--- src/rtl/uevt_pkg.sv ---
package uevt_pkg;
  localparam int REG_W    = 8;
  localparam int BIT_BRKE = 6;
  localparam int BIT_BRK  = 4;
  localparam int BIT_BSY  = 2;
  localparam int BIT_TXB  = 1;
  localparam int BIT_RXB  = 0;

  typedef logic [REG_W-1:0] reg_t;

  localparam reg_t LIVE_MASK = reg_t'((1 << BIT_BRKE) | (1 << BIT_BRK) |
                                      (1 << BIT_BSY) | (1 << BIT_TXB) |
                                      (1 << BIT_RXB));
endpackage

--- src/rtl/uevt_break_trk.sv ---
module uevt_break_trk (
  input  logic clk,
  input  logic rst,
  input  logic stop_mid,
  input  logic char_zero,
  input  logic idle_bit,
  output logic brk_start,
  output logic brk_end
);
  logic brk_q;

  always_comb begin
    brk_start = stop_mid & char_zero & ~brk_q;
    brk_end   = idle_bit & brk_q;
  end

  always_ff @(posedge clk) begin
    if (rst) begin
      brk_q <= 1'b0;
    end else if (brk_start) begin
      brk_q <= 1'b1;
    end else if (brk_end) begin
      brk_q <= 1'b0;
    end
  end
endmodule

--- src/rtl/uevt_rx_class.sv ---
module uevt_rx_class (
  input  logic stop_mid,
  input  logic char_zero,
  input  logic buf_avail,
  input  logic buf_last,
  output logic busy,
  output logic rx_done
);
  logic data_char;

  always_comb begin
    data_char = stop_mid & ~char_zero;
    busy      = data_char & ~buf_avail;
    rx_done   = data_char & buf_avail & buf_last;
  end
endmodule

--- src/rtl/uevt_regs.sv ---
module uevt_regs
  import uevt_pkg::*;
#(
  parameter int W = REG_W,
  parameter logic [W-1:0] LIVE = LIVE_MASK
) (
  input  logic         clk,
  input  logic         rst,
  input  logic [W-1:0] set_vec,
  input  logic         wr,
  input  logic         wr_sel,
  input  logic [W-1:0] wdata,
  input  logic         rd_sel,
  output logic [W-1:0] ev_q,
  output logic [W-1:0] mk_q,
  output logic [W-1:0] rdata,
  output logic         irq
);
  logic [W-1:0] ev_d;
  logic [W-1:0] mk_d;
  logic         clr_en;

  assign clr_en = wr & ~wr_sel;

  for (genvar i = 0; i < W; i++) begin : g_bit
    if (LIVE[i]) begin : g_live
      always_comb ev_d[i] = set_vec[i] | (ev_q[i] & ~(clr_en & wdata[i]));
      always_ff @(posedge clk) begin
        if (rst) ev_q[i] <= 1'b0;
        else     ev_q[i] <= ev_d[i];
      end
    end else begin : g_rsvd
      always_comb ev_d[i] = 1'b0;
      always_comb ev_q[i] = 1'b0;
    end
  end

  always_comb mk_d = (wr & wr_sel) ? (wdata & LIVE) : mk_q;

  always_ff @(posedge clk) begin
    if (rst) begin
      mk_q  <= '0;
      rdata <= '0;
      irq   <= 1'b0;
    end else begin
      mk_q  <= mk_d;
      rdata <= rd_sel ? mk_q : ev_q;
      irq   <= |(ev_d & mk_d);
    end
  end
endmodule

--- src/rtl/uevt_irq_ctrl.sv ---
module uevt_irq_ctrl
  import uevt_pkg::*;
(
  input  logic             clk,
  input  logic             rst,
  input  logic             rx_stop_mid,
  input  logic             rx_char_zero,
  input  logic             rx_idle_bit,
  input  logic             rx_buf_avail,
  input  logic             rx_buf_last,
  input  logic             tx_last_load,
  input  logic             reg_wr,
  input  logic             reg_wr_sel,
  input  logic [REG_W-1:0] reg_wdata,
  input  logic             reg_rd_sel,
  output logic [REG_W-1:0] reg_rdata,
  output logic             irq
);
  logic brk_start, brk_end, busy, rx_done;
  reg_t set_vec, ev_q, mk_q;

  uevt_break_trk u_brk (
    .clk(clk), .rst(rst), .stop_mid(rx_stop_mid), .char_zero(rx_char_zero),
    .idle_bit(rx_idle_bit), .brk_start(brk_start), .brk_end(brk_end)
  );

  uevt_rx_class u_cls (
    .stop_mid(rx_stop_mid), .char_zero(rx_char_zero), .buf_avail(rx_buf_avail),
    .buf_last(rx_buf_last), .busy(busy), .rx_done(rx_done)
  );

  always_comb begin
    set_vec           = '0;
    set_vec[BIT_BRK]  = brk_start;
    set_vec[BIT_BRKE] = brk_end;
    set_vec[BIT_BSY]  = busy;
    set_vec[BIT_RXB]  = rx_done;
    set_vec[BIT_TXB]  = tx_last_load;
  end

  uevt_regs #(.W(REG_W), .LIVE(LIVE_MASK)) u_regs (
    .clk(clk), .rst(rst), .set_vec(set_vec), .wr(reg_wr), .wr_sel(reg_wr_sel),
    .wdata(reg_wdata), .rd_sel(reg_rd_sel), .ev_q(ev_q), .mk_q(mk_q),
    .rdata(reg_rdata), .irq(irq)
  );
endmodule

--- config.mk ---
export PLATFORM = sky130hd
export DESIGN_NAME = uevt_irq_ctrl
export DESIGN_NICKNAME = d
export VERILOG_FILES = /design/src/rtl/uevt_pkg.sv /design/src/rtl/uevt_break_trk.sv /design/src/rtl/uevt_rx_class.sv /design/src/rtl/uevt_regs.sv /design/src/rtl/uevt_irq_ctrl.sv
export SDC_FILE = /design/constraint.sdc
export NUM_CORES = 1
export LEC_CHECK = 0
export ABC_CLOCK_PERIOD_IN_PS = 1230
export BUFFER_PORTS_ARGS = -buffer_cell sky130_fd_sc_hd__buf_2
export CAP_MARGIN = 30
export CORE_MARGIN = 2
export CORE_UTILIZATION = 44
export DETAILED_ROUTE_END_ITERATION = 8
export PLACE_DENSITY = 0.74
export SETUP_SLACK_MARGIN = 0.05
export SLEW_MARGIN = 5
export SYNTH_ARGS = -nofsm -noshare
export SYNTH_HDL_FRONTEND = slang
export SYNTH_HIERARCHICAL = 1
export SYNTH_SLANG_ARGS = --single-unit
--- constraint.sdc ---
create_clock -name clk -period 1.23 [get_ports clk]
set_clock_uncertainty 0.1 [all_clocks]
set_input_delay 0.0615 -clock clk [delete_from_list [all_inputs] [get_ports clk]]
set_output_delay 0.0615 -clock clk [all_outputs]
set_load 0.1 [all_outputs]
-- Word level (Yosys, flattened, before mapping)
Cells that the tools add are included.
W data, S select, Z words.
- muxes and demuxes: 4
- bitwise operators: 35
- reductions and logical operators: 3
- operators with widths (cell ; count):
    $and A1 B1 Y1 ; 19
    $not A1 Y1 ; 10
    $and A7 B8 Y8 ; 1
    $mux W8 ; 1
    $reduce_or A8 Y1 ; 1
    $mux W7 ; 1
    $or A1 B1 Y1 ; 5
    $mux W1 ; 2
    $reduce_bool A2 Y1 ; 1
    $reduce_or A2 Y1 ; 1
- flip-flop bits (word level): 23
- input bits: 19
- word-level logic and storage cells: 52

-- Logic depth before layout (Yosys ltp)
- depth after elaboration: 8
- depth in mapped cells: 6
- gate-level depth less buffers: 6

-- Cells and area by module
Netlist, hierarchy kept.
- by module, submodules not included (module ; instances ; cells an instance ; area each (µm²) ; sequential area each (µm²)):
    uevt_regs ; 1 ; 97 ; 833.3 ; 320.3
    uevt_break_trk ; 1 ; 6 ; 66.3 ; 20.0
    uevt_rx_class ; 1 ; 2 ; 17.5 ; 0.0
    uevt_irq_ctrl ; 1 ; 1 ; 3.8 ; 0.0

-- Worst setup path after synthesis
Ideal clock, no wire load.
- path kind: reg2reg
- start: register u_brk.brk_q
- end: register u_regs.irq
- library setup time: 0.134 ns
- arrival time: 0.993 ns
- data required time: 0.996 ns
- path slack: 0.004 ns
- stages on the path, launching flop included: 6
- buffers on the path: 0
- clock period less this slack: 1.226 ns
- path through: dfxtp_1 and2_2 nand3b_1 a21oi_1 o22a_1 a41oi_2
- elaborated cells on any way between the ends: 7
- RTL lines (item ; line ; text):
    from (decl) ; uevt_break_trk.sv:10 ; logic brk_q;
    from (signal assigned) ; uevt_break_trk.sv:19 ; brk_q <= 1'b0;
    from (signal assigned) ; uevt_break_trk.sv:21 ; brk_q <= 1'b1;
    from (signal assigned) ; uevt_break_trk.sv:23 ; brk_q <= 1'b0;
    $and A1 B1 Y1 ; uevt_break_trk.sv:14 ; brk_end = idle_bit & brk_q;
    via brk_end ; uevt_irq_ctrl.sv:19 ; logic brk_start, brk_end, busy, rx_done;
    $or A1 B1 Y1 ; uevt_regs.sv:27 ; always_comb ev_d[i] = set_vec[i] | (ev_q[i] & ~(clr_en & wdata[i]));
    $and A7 B8 Y8 ; uevt_regs.sv:48 ; irq <= |(ev_d & mk_d);
    $reduce_or A8 Y1 ; uevt_regs.sv:48 ;
    to (signal assigned) ; uevt_regs.sv:48 ;
    to (decl) ; uevt_regs.sv:17 ; output logic irq
The timed path passes the listed nets, and every way through them passes these cells.
A chain may end at the register's enable or synchronous reset.

-- Final worst setup path
Same ends and word-level chain as after synthesis.

==> results.py <==
metrics = {
    "power_and_ir_drop": {
        "p_leak_nw": 0.486,
        "seqPwrFrac": 0.497,
        "vdd_drop_max_v": 0.000463,
        "p_int_mw": 0.815,
        "power_density_nw_per_um2": 1050,
        "switchingPower_mw": 0.383,
        "clkPwrFrac": 0.239,
        "comb_power_share": 0.264,
        "swShare": 0.320,
    },
    "layout": {
        "fin_nets": 152,
        "num-fill-cells": 175,
        "final_layout_size_suffix_gt1_frac": 0.341,
        "layout_common_cells": "dfxtp_1 (16), buf_2 (15), nand2_1 (15)",
        "diodes": 0,
        "syn_to_final_growth_pct": 30.4,
        "fin_cells": 159,
        "final_common_cell": "dfxtp_1",
    },
    "setup_path": {
        "worstSetupPathType": "reg -> reg",
        "crit_chain": "and2_4 -> o22a_2 -> o21ai_1 -> o22a_1 -> a41oi_2",
        "rr_endpoint": "u_regs/irq$_SDFF_PP0_",
        "cpLargestDelayFamily": "compound AO/OA/AOI/OAI gates",
        "critPathArrivalTime_ns": 1.30,
        "max_stage_delay_ns": 0.34,
        "worst-path-buf-inv": 0,
        "end_kind": "flip-flop",
        "reg2reg_slack_ns": -0.009,
        "worst-path-stages": 5,
        "required_ns": 1.29,
        "path_max_fanout": 3,
        "crit_slowest_cell": "dfxtp_2",
        "regToRegStartpoint": "u_brk/brk_q$_SDFFE_PP0P_",
        "reg2regPathDepth": 5,
        "start_kind": "flip-flop",
    },
    "grt": {
        "grt_antenna_before_repair": 0,
        "grt_first_pass_wirelength_mm": 3.11,
        "grt.overflow.total": 0,
        "grt_pass1_vias": 757,
        "grt_usage": 0.169,
        "grt_max_degree": 18,
    },
    "clock_network": {
        "post_cts_buffers": 0,
        "cts_tree": "done",
        "h-tree-depth": 1,
        "clk_pin_slew_ns": 0.09,
        "clockRootBuffer": "clkbuf_4",
        "clockBufferDepth": 2,
        "insertion_delay_ns": 0.28,
        "cts_buffers": 3,
        "cts.sinks": 17,
    },
    "routing": {
        "wl_met3_um": 59,
        "viasPerCell": 5.05,
        "ant_nets": 0,
        "drc": 0,
        "top_layer_used": "met4",
        "vias": 803,
        "firstDrtPassIters": 4,
        "totalWireLength_mm": 1.91,
        "drt_iter0_markers": 13,
        "post_drt_wl_per_cell_um": 12.0,
        "met1_length_um": 869,
        "routed-wl-met2_um": 959,
    },
    "worst_hold_path": {
        "worstHoldPathCells": 4,
        "hold_class": "in -> reg",
        "worstHoldStart": "rx_idle_bit",
        "holdPathEnd": "u_regs/ev_q[6]$_SDFF_PP0_",
    },
    "floorplanning": {
        "fp.dieW_um": 48.5,
        "ioPinCount": 28,
        "die_y_um": 48.5,
        "coreArea_um2": 1920,
        "initial_utilization": 0.454,
        "fp.dieArea_um2": 2350,
        "core.rowCount": 16,
    },
    "timing": {
        "rsz0062_at_grt": "true",
        "setup_violations": 1,
        "max_freq_mhz": 807,
        "setup_tns_ns": -0.00946,
        "fin_crit_ns": 1.24,
        "min_period_over_period": 1.01,
        "drv_slew": 0,
        "hold_viol": 0,
        "worst_slack_ns": -0.00946,
    },
    "status": {
        "status": "finished, violations left",
        "violations": "negative setup slack",
    },
    "logic_synthesis": {
        "avgSynthCellArea_um2": 8.81,
        "synth_area_um2": 872,
        "ys_warn_count": 6,
        "netlist_instances": 99,
    },
    "flow_run": {
        "maxCapViolations": 0,
    },
    "place": {
        "post-dp-hpwl_mm": 1.33,
        "dp_cells": 147,
        "numPortBuffers": 21,
        "routabilityCongestion": 0.771,
    },
}
sequential cells by signal (all words and copies together), names as in the netlist:
name,count
u_brk/brk_q,1
u_regs/rdata,5
u_regs/irq,1
u_regs/mk_q,5
u_regs/ev_q,5
per-stage QoR:
step / hold WS, ns / worst slack [ns] / utilization / power, mW / area (µm²)
after floorplan: 0.0239 / 0.0519 / - / 0.833 / 881
after global placement: 0.214 / -0.0334 / 0.526 / 0.890 / 1010
after detailed placement: 0.222 / -0.0251 / 0.526 / 0.897 / 1010
after CTS: 0.0434 / -0.0123 / 0.587 / 1.21 / 1130
after global routing: 0.0340 / -0.0741 / 0.592 / 1.26 / 1140
final: 0.0513 / -0.00946 / 0.592 / 1.20 / 1140
worst max-delay path by stage:
stage / from / to
after floorplan: u_brk/brk_q$_SDFFE_PP0P_ / u_regs/irq$_SDFF_PP0_
final: u_brk/brk_q$_SDFFE_PP0P_ / u_regs/irq$_SDFF_PP0_
after CTS: u_brk/brk_q$_SDFFE_PP0P_ / u_regs/irq$_SDFF_PP0_
after global routing: u_brk/brk_q$_SDFFE_PP0P_ / u_regs/irq$_SDFF_PP0_
after global placement: rx_buf_avail / u_regs/irq$_SDFF_PP0_
after detailed placement: u_brk/brk_q$_SDFFE_PP0P_ / u_regs/irq$_SDFF_PP0_
metal layers:
layer	vias up	global-route usage
met5	-	0
met2	20	0.303
met1	376	0.194
met3	2	0.0278
li1	405	-
met4	0	0.0857
area by class of cell:
type	instances	area, µm²	share of cell area
clock buffers	4	26.3	0.0231
repair buffers	36	253	0.222
flip-flops and latches	17	342	0.300
multi-input cells	73	475	0.418
well taps	27	33.8	0.0297
inverters	2	7.51	0.00660
power by group through the flow:
stage	Clock (mW)	Combinational [mW]	Sequential (mW)
CTS	0.298	0.313	0.595
floorplan	0	0.162	0.671
finish	0.286	0.317	0.596
global route	0.325	0.336	0.600
global placement	0	0.284	0.606
detailed placement	0	0.289	0.608
what timing repair did:
action,CTS,global route
gates resized for setup,5,3
hold buffers,8,0
pin swaps,4,1
setup endpoints to repair,5,3
hold endpoints to repair,8,0
worst min-delay path: cells and delay by family:
family | cells | cell delay, ns
buf+inv | 1 | 0.08
simple gates | 2 | 0.22
compound gates | 1 | 0.04
Note: power is estimated with default switching activity, not from simulation.
